===== src/rtl/recfg_pkg.sv =====
package recfg_pkg;
  parameter int unsigned BUS_AW = 8;
  parameter int unsigned BUS_DW = 16;
  parameter int unsigned IMG_AW = 24;

  typedef enum logic [1:0] {
    HALF_NONE = 2'd0,
    HALF_LO   = 2'd1,
    HALF_HI   = 2'd2
  } half_sel_e;
endpackage


===== src/rtl/recfg_bus_handshake.sv =====
module recfg_bus_handshake (
  input  logic clk,
  input  logic rst_n,
  input  logic req,
  output logic gnt,
  output logic accept
);
  logic gnt_q, gnt_d;

  always_comb begin
    gnt_d = req & ~gnt_q;
  end

  always_ff @(posedge clk or negedge rst_n) begin
    if (!rst_n) gnt_q <= 1'b0;
    else        gnt_q <= gnt_d;
  end

  assign accept = gnt_d;
  assign gnt    = gnt_q;

  // grant lasts one cycle
  assert_gnt_single_R2: assert property (@(posedge clk) disable iff (!rst_n)
    gnt |=> !gnt);
  // grant only follows a request
  assert_gnt_after_req_R2: assert property (@(posedge clk) disable iff (!rst_n)
    gnt |-> $past(req));
endmodule


===== src/rtl/recfg_addr_decode.sv =====
module recfg_addr_decode
  import recfg_pkg::*;
#(
  parameter int unsigned AW       = BUS_AW,
  parameter int unsigned LO_INDEX = 0,
  parameter int unsigned HI_INDEX = 1
) (
  input  logic [AW-1:0] addr,
  output half_sel_e     sel
);
  localparam logic [AW-1:0] LO_A = AW'(LO_INDEX);
  localparam logic [AW-1:0] HI_A = AW'(HI_INDEX);

  always_comb begin
    if (addr == LO_A)      sel = HALF_LO;
    else if (addr == HI_A) sel = HALF_HI;
    else                   sel = HALF_NONE;
  end

  // decode is one-hot over the two halves
  always_comb begin
    assert_decode_exclusive_R8: assert (!(sel == HALF_LO && addr != LO_A));
  end
endmodule


===== src/rtl/recfg_regbank.sv =====
module recfg_regbank
  import recfg_pkg::*;
#(
  parameter int unsigned DW  = BUS_DW,
  parameter int unsigned IAW = IMG_AW
) (
  input  logic           clk,
  input  logic           rst_n,
  input  logic           accept,
  input  logic           wr,
  input  half_sel_e      sel,
  input  logic [DW-1:0]  wdata,
  output logic [IAW-1:0] img_addr,
  output logic           start
);
  localparam int unsigned HI_KEEP   = IAW - DW;
  localparam int unsigned START_POS = DW - 1;

  logic [DW-1:0]  stage_q, stage_d;
  logic [IAW-1:0] commit_q, commit_d;
  logic           start_q, start_d;
  logic           wr_lo, wr_hi;
  logic           wdata_unused;

  assign wdata_unused = ^wdata[START_POS-1:HI_KEEP];

  always_comb begin
    wr_lo    = accept & wr & (sel == HALF_LO);
    wr_hi    = accept & wr & (sel == HALF_HI);
    stage_d  = stage_q;
    commit_d = commit_q;
    start_d  = 1'b0;
    if (wr_lo) stage_d = wdata;
    if (wr_hi) begin
      commit_d = {wdata[HI_KEEP-1:0], stage_q};
      start_d  = wdata[START_POS];
    end
  end

  always_ff @(posedge clk or negedge rst_n) begin
    if (!rst_n) begin
      stage_q  <= '0;
      commit_q <= '0;
      start_q  <= 1'b0;
    end else begin
      if (wr_lo) stage_q <= stage_d;
      if (wr_hi) commit_q <= commit_d;
      start_q <= start_d;
    end
  end

  assign img_addr = commit_q;
  assign start    = start_q;

  // start pulse is one cycle wide
  assert_start_single_R6: assert property (@(posedge clk) disable iff (!rst_n)
    start |=> !start);
  // image address moves only after a high-half commit
  assert_addr_hold_R3: assert property (@(posedge clk) disable iff (!rst_n)
    !$past(wr_hi) |-> $stable(img_addr));
endmodule


===== src/rtl/recfg_readmux.sv =====
module recfg_readmux
  import recfg_pkg::*;
#(
  parameter int unsigned DW  = BUS_DW,
  parameter int unsigned IAW = IMG_AW
) (
  input  logic           clk,
  input  logic           rst_n,
  input  logic           accept,
  input  logic           wr,
  input  half_sel_e      sel,
  input  logic [IAW-1:0] img_addr,
  output logic [DW-1:0]  rdata
);
  localparam int unsigned HI_KEEP = IAW - DW;

  logic [DW-1:0] rdata_q, rdata_d;

  always_comb begin
    rdata_d = '0;
    if (accept && !wr) begin
      unique case (sel)
        HALF_LO: rdata_d = img_addr[DW-1:0];
        HALF_HI: rdata_d = {{(DW-HI_KEEP){1'b0}}, img_addr[IAW-1:DW]};
        default: rdata_d = '0;
      endcase
    end
  end

  always_ff @(posedge clk or negedge rst_n) begin
    if (!rst_n) rdata_q <= '0;
    else        rdata_q <= rdata_d;
  end

  assign rdata = rdata_q;
endmodule


===== src/rtl/recfg_ctrl_regs.sv =====
module recfg_ctrl_regs
  import recfg_pkg::*;
#(
  parameter int unsigned AW       = BUS_AW,
  parameter int unsigned DW       = BUS_DW,
  parameter int unsigned IAW      = IMG_AW,
  parameter int unsigned LO_INDEX = 0,
  parameter int unsigned HI_INDEX = 1
) (
  input  logic           clk,
  input  logic           rst_n,
  input  logic [AW-1:0]  bus_addr,
  input  logic           bus_wr,
  input  logic [DW-1:0]  bus_wdata,
  input  logic           bus_req,
  output logic           bus_gnt,
  output logic [DW-1:0]  bus_rdata,
  output logic [IAW-1:0] img_addr,
  output logic           recfg_start
);
  logic      accept;
  half_sel_e sel;

  recfg_bus_handshake u_hs (
    .clk    (clk),
    .rst_n  (rst_n),
    .req    (bus_req),
    .gnt    (bus_gnt),
    .accept (accept)
  );

  recfg_addr_decode #(.AW(AW), .LO_INDEX(LO_INDEX), .HI_INDEX(HI_INDEX)) u_dec (
    .addr (bus_addr),
    .sel  (sel)
  );

  recfg_regbank #(.DW(DW), .IAW(IAW)) u_bank (
    .clk      (clk),
    .rst_n    (rst_n),
    .accept   (accept),
    .wr       (bus_wr),
    .sel      (sel),
    .wdata    (bus_wdata),
    .img_addr (img_addr),
    .start    (recfg_start)
  );

  recfg_readmux #(.DW(DW), .IAW(IAW)) u_rd (
    .clk      (clk),
    .rst_n    (rst_n),
    .accept   (accept),
    .wr       (bus_wr),
    .sel      (sel),
    .img_addr (img_addr),
    .rdata    (bus_rdata)
  );

  // start pulse only inside a grant cycle
  assert_start_in_gnt_R6: assert property (@(posedge clk) disable iff (!rst_n)
    recfg_start |-> bus_gnt);
  // read data is zero outside a grant
  assert_rdata_idle_R5: assert property (@(posedge clk) disable iff (!rst_n)
    !bus_gnt |-> (bus_rdata == '0));
endmodule


===== config.mk =====
export PLATFORM = sky130hd
export DESIGN_NAME = recfg_ctrl_regs
export DESIGN_NICKNAME = d
export VERILOG_FILES = /design/src/rtl/recfg_pkg.sv /design/src/rtl/recfg_bus_handshake.sv /design/src/rtl/recfg_addr_decode.sv /design/src/rtl/recfg_regbank.sv /design/src/rtl/recfg_readmux.sv /design/src/rtl/recfg_ctrl_regs.sv
export SDC_FILE = /design/constraint.sdc
export NUM_CORES = 1
export LEC_CHECK = 0
export CAP_MARGIN = 40
export CORE_AREA = 2 2 91 71
export CTS_CLUSTER_DIAMETER = 40
export DETAILED_ROUTE_END_ITERATION = 12
export DIE_AREA = 0 0 93 73
export PLACE_DENSITY = 0.79
export SLEW_MARGIN = 20
export SYNTH_ARGS = -nofsm -noshare
export SYNTH_HDL_FRONTEND = slang
export SYNTH_SLANG_ARGS = --single-unit

===== constraint.sdc =====
create_clock -name clk -period 4.35 [get_ports clk]
set_clock_uncertainty 0.15 [all_clocks]
set_input_delay 0.435 -clock clk [delete_from_list [all_inputs] [get_ports clk]]
set_output_delay 0.435 -clock clk [all_outputs]
set_load 0.05 [all_outputs]

== Word-level counts from Yosys, hierarchy flattened ==
Index checks and enable logic that the tools add are counted.

* Bits of input ports: 28
* Flip-flop bits (word level): 58

* Muxes and demuxes: 5
* Equal/unequal tests: 3
* Bitwise operators: 5
* Reductions and logical operators: 3

{| class="wikitable"
|+ Operator list
! kind !! count
|-
| $pmux 16 s2 || 1
|-
| $mux 16 || 1
|-
| $eq 8x1->1 const B || 1
|-
| $logic_not 8->1 || 1
|-
| $and 1x1->1 || 4
|-
| $mux 2 || 2
|-
| $eq 2x1->1 const B || 1
|-
| $eq 2x2->1 const B || 1
|-
| $logic_and 1x1->1 || 1
|-
| $logic_not 1->1 || 1
|-
| $mux 1 || 1
|-
| $not 1->1 || 1
|}

== Depth between registers and ports, before layout ==
* Word-level depth: 6
* Depth in mapped cells: 5
* Mapped depth without buffers: 3

== By module ==
A second synthesis with hierarchy kept.

* Cell total of the unflattened synthesis: 144
* Area, all modules: 2366.0 sq um

{| class="wikitable"
|+ Modules (own cells, without submodules)
! module !! instances !! cells each !! area each (sq um) !! seq. area each (sq um)
|-
| recfg_regbank || 1 || 88 || 1674.1 || 1026.0
|-
| recfg_readmux || 1 || 49 || 611.8 || 400.4
|-
| recfg_addr_decode || 1 || 5 || 41.3 || 0.0
|-
| recfg_bus_handshake || 1 || 2 || 38.8 || 25.0
|}

== Worst setup path before layout ==
OpenSTA, ideal clock, no wires.

* Kind: register -> register
* From: register u_hs.gnt_q, in the netlist u_hs.gnt
* To: register u_bank.stage_q[10]
* Stages on the path, launching flop included: 6
* Setup slack: 1.893 ns
* Buffers on the path: 2
* Library setup time: 0.125 ns
* Data arrival time: 2.182 ns
* Cell sequence: dfrtp_1 > or4b_1 > buf_2 > nor4_4 > buf_8 > mux2_4

* Longest elaborated chain between the ends: 4

{| class="wikitable"
|+ Ends and longest elaborated chain
! element !! line !! source
|-
| from (decl) || recfg_bus_handshake.sv:8 || <nowiki>logic gnt_q, gnt_d;</nowiki>
|-
| from (signal assigned) || recfg_bus_handshake.sv:16 || <nowiki>else gnt_q <= gnt_d;</nowiki>
|-
| $not 1->1 || recfg_bus_handshake.sv:11 || <nowiki>gnt_d = req & ~gnt_q;</nowiki>
|-
| $and 1x1->1 || recfg_bus_handshake.sv:11 ||
|-
| $and 1x1->1 (2 in a row) || recfg_regbank.sv:28 || <nowiki>wr_lo = accept & wr & (sel == HALF_LO);</nowiki>
|-
| to (signal assigned) || recfg_regbank.sv:46 || <nowiki>if (wr_lo) stage_q <= stage_d;</nowiki>
|-
| to (decl) || recfg_regbank.sv:19 || <nowiki>logic [DW-1:0] stage_q, stage_d;</nowiki>
|}

Every way passes these cells.
A chain may end at the register's enable or synchronous reset.

== Worst setup path after layout ==
* From: input bus_addr[1]
* To: register u_bank.commit_q[4], in the netlist u_bank.img_addr[4]

* Longest elaborated chain between the ends: 5

{| class="wikitable"
|+ Ends and longest elaborated chain
! element !! line !! source
|-
| from (decl) || recfg_ctrl_regs.sv:12 || <nowiki>input logic [AW-1:0] bus_addr,</nowiki>
|-
| $eq 8x1->1 || recfg_addr_decode.sv:16 || <nowiki>else if (addr == HI_A) sel = HALF_HI;</nowiki>
|-
| $mux 2 || recfg_addr_decode.sv:16 ||
|-
| $mux 2 (*) || recfg_addr_decode.sv:15 || <nowiki>if (addr == LO_A) sel = HALF_LO;</nowiki>
|-
| $eq 2x2->1 (*) || recfg_regbank.sv:29 || <nowiki>wr_hi = accept & wr & (sel == HALF_HI);</nowiki>
|-
| $and 1x1->1 (*) || recfg_regbank.sv:29 ||
|-
| to (signal assigned) || recfg_regbank.sv:47 || <nowiki>if (wr_hi) commit_q <= commit_d;</nowiki>
|-
| to (decl) || recfg_regbank.sv:20 || <nowiki>logic [IAW-1:0] commit_q, commit_d;</nowiki>
|}

Every way passes the cells marked *; elsewhere a longest branch is shown, timed or not.

==> impl_results.md <==
* Status: complete, no violations
* Synth Area in Adders at 0%
* # DRC at 0
* Area grow syn2layout at 40.5%
* Max Freq at 355 MHz
* Top sig layer: met4
* Layout Nets at 247
* Worst min-delay path class: in -> async
* Internal power at 0.792 mW
* Crit Path Max Fanout at 15
* 1st-iter DRT viols at 51
* Post-CTS Resized at 0
* GR Overflow Total at 0
* Die height at 73 um
* Clock Path Buffers at 2
* Post-synth EDFFs at 0
* Async SR Flop Fraction at 100%
* Antenna diodes at 0
* Hold buffer count at cts at 0
* Slew Limit Fails at 0
* Commonest register cell after synthesis: dfrtp_1
* Skew-Pair Late Insertion Delay at 0.34 ns
* GRT Util Overall at 15.4%
* Hold Violations, Final at 0
* CTS tree: done
* Most frequent cell after synthesis: dfrtp_1
* Net count after synthesis at 169
* Met1 WL at 2120 um
* Final cell count without fillers at 303
* Post-Syn Area at 0.00227 mm^2
* RSZ-0062 raised after global routing: no
* Placed Area at 0.00304 mm^2
* Post-CTS setup buffer count at 0
* Final Setup Violations at 0
* Max-capacitance violation count at 0
* Fin util at 53.2%
* Pwr per Cell Area at 322 mW/mm^2
* Cell chain of the critical path: clkdlybuf4s50_1 -> or4b_1 -> nor4_4 -> buf_4 -> mux2_2
* Largest net degree at the start of global routing at 59
* CP max-delay cell: or4b_1
* Clk slew on worst S/H paths at 0.06 ns
* CP endpoint kind: flop
* Hold Slack at 0.0890 ns
* Max transition margin at 50.8%
* XOR/XNOR Fraction of Synth Area at 0%
* Dpl cells at 289
* Worst path buffer plus inverter count at 2
* Share of the yosys chip area belonging to registers at 63.8%
* Slew @ Worst Pin at 0.732 ns
* GPL Wtd Cong at 0.732
* Critical path startpoint: bus_addr[1]
* Core ar. at 0.00601 mm^2
* Largest cells by area after synthesis: dfrtp_1 64%, mux2_2 14%, mux2_4 6.6%, mux2i_1 3.5%, and2_1 1.9%
* Seq pwr share at 53.2%
* Final Cycle Share at 64.8%
* Switching power share of the total at 23.2%
* Initial Utilization at 37.9%
* CP top delay family: simple AND/OR/NAND/NOR gates
* Met2 Wirelength at 2030 um
* Row cnt at 25
* Finished layout cell area at 0.00320 mm^2
* Die area at 0.00679 mm^2
* Post-Synth Simple-Gate Area at 8.47%
* Vias in the first global route at 1468
* Arrival @ worst endpoint at 2.88 ns
* Most common library cells after synthesis: 58 x dfrtp_1, 28 x mux2_2, 10 x mux2_4
* Num ports at 70
* Min cycle time layout at 2.82 ns
* Reg2Reg Launch Point: u_hs.gnt$_DFF_PN0_
* Fin Setup TNS at 0 ns
* Clk pwr share at 40.5%
* Vias per cell at 4.64
* Worst path max stage delay at 0.67 ns
* Worst setup path endpoint: u_bank.img_addr[4]$_DFFE_PN0P_
* H-tree depth at 3
* R2r setup slk at 1.65 ns
* Die X at 93 um
* First-pass GRT wire length at 7590 um
* Total clock sinks at 58
* Worst R2R Path Depth at 4
* Distinct cells, synth at 22
* Inserted Clock Buffers at 9
* Root Driver: clkbuf_8
* Ys Warns at 0
* R2r endpoint: u_bank.img_addr[4]$_DFFE_PN0P_
* HPWL after DPL at 3110 um
* Post-Synthesis Cells at 141
* Initial antenna violation count at 0
* Layout cells sized above 1 at 27.0%
* Main combinational cell family by area after synthesis: multiplexers
* Via Count at 1406
* DRT Wirelength at 4490 um
* CP Class: in -> reg
* Fill cell count at 523
* Net Sw Power at 0.239 mW
* Total iterations of the first detailed-routing run at 4
* Cell type with the largest total area after synthesis: dfrtp_1
* Register bit total from synthesis at 58
* Average size of a mapped cell at 16.1 um^2
* Synth Area in Compound Gates at 0%
* Pleak at 1.48 nW
* Crit path launch type: primary input
* Part of the power in combinational logic at 6.3%
* Worst EP required at 4.42 ns
* Routed len/inst at 14.8 um
* Area share of the largest cell type after synthesis at 63.8%
* Peak VDD IR at 158 uV
* Post-synthesis mux area share at 25.0%
* Routed Antenna Nets at 0
* Cell depth of the worst setup path at 5
* Met3 wire len at 286 um
* Port bufs at 69
## power groups by stage
stage | sequential (mW) | combinational (mW) | clock (mW)
2_1_floorplan | 0.565 | 0.0137 | 0
3_3_place_gp | 0.557 | 0.0655 | 0
3_5_place_dp | 0.558 | 0.0665 | 0
4_1_cts | 0.548 | 0.0669 | 0.428
5_1_grt | 0.548 | 0.0710 | 0.454
6_report | 0.548 | 0.0651 | 0.417
## per-stage QoR
stage               power (mW)  worst slack (ns)
finish                    1.03              1.53
global route              1.07              1.41
CTS                       1.04              1.52
detailed placement       0.624              1.15
global placement         0.623              1.20
floorplan                0.579              1.89
## flip-flops by register name (all words and copies together), names as in the netlist
name and flops:
u_bank.img_addr 24, u_bank.stage_q 16, u_rd.rdata 16, u_bank.start 1, u_hs.gnt 1
## worst min path at each step
stage	startpoint	to	cells past startpoint
floorplan	rst_n	u_bank.img_addr[0]$_DFFE_PN0P_	0
global placement	u_hs.gnt$_DFF_PN0_	u_hs.gnt$_DFF_PN0_	1
detailed placement	u_hs.gnt$_DFF_PN0_	u_hs.gnt$_DFF_PN0_	1
CTS	rst_n	u_rd.rdata[12]$_DFF_PN0_	2
global route	rst_n	u_rd.rdata[11]$_DFF_PN0_	2
finish	rst_n	u_rd.rdata[8]$_DFF_PN0_	2
## cell usage in the layout, fill, tap and decap left out, drive strengths merged
master,count
nand2b,1
nand3,1
nor2,9
buf,6
nor4,3
or4b,1
mux2,40
nor4b,1
clkinv,2
nor3b,1
clkbuf,11
and2,7
clkdlybuf4s50,68
nor2b,1
dfrtp,58
mux2i,8
or4,2
clkinvlp,1
nand2,1
## worst register-to-register path, stage by stage (launching register included)
cell and delay, ns:
dfrtp_1 0.39, or4b_1 0.66, nor4_4 0.64, buf_4 0.37
mux2_2 0.37
## final cells by class
class,count,area [um^2],share of cell area (%)
Sequential cell,58,1450,45.4
Multi-Input combinational cell,76,761,23.8
Timing Repair Buffer,74,723,22.6
Clock buffer,11,141,4.42
Tap cell,81,101,3.17
Clock inverter,3,17.5,0.548
## cells by family after synthesis
family	count (synthesis)
DFF	58
muxes	48
and+or+nand+nor	28
buffers and inverters	7
## metal layers
metal | GRT usage, % | up-vias
li1 | - | 644
met1 | 20.0 | 710
met2 | 22.3 | 46
met3 | 8.37 | 6
met4 | 4.41 | 0
met5 | 0 | -
Power figures use the tool's default switching activity.
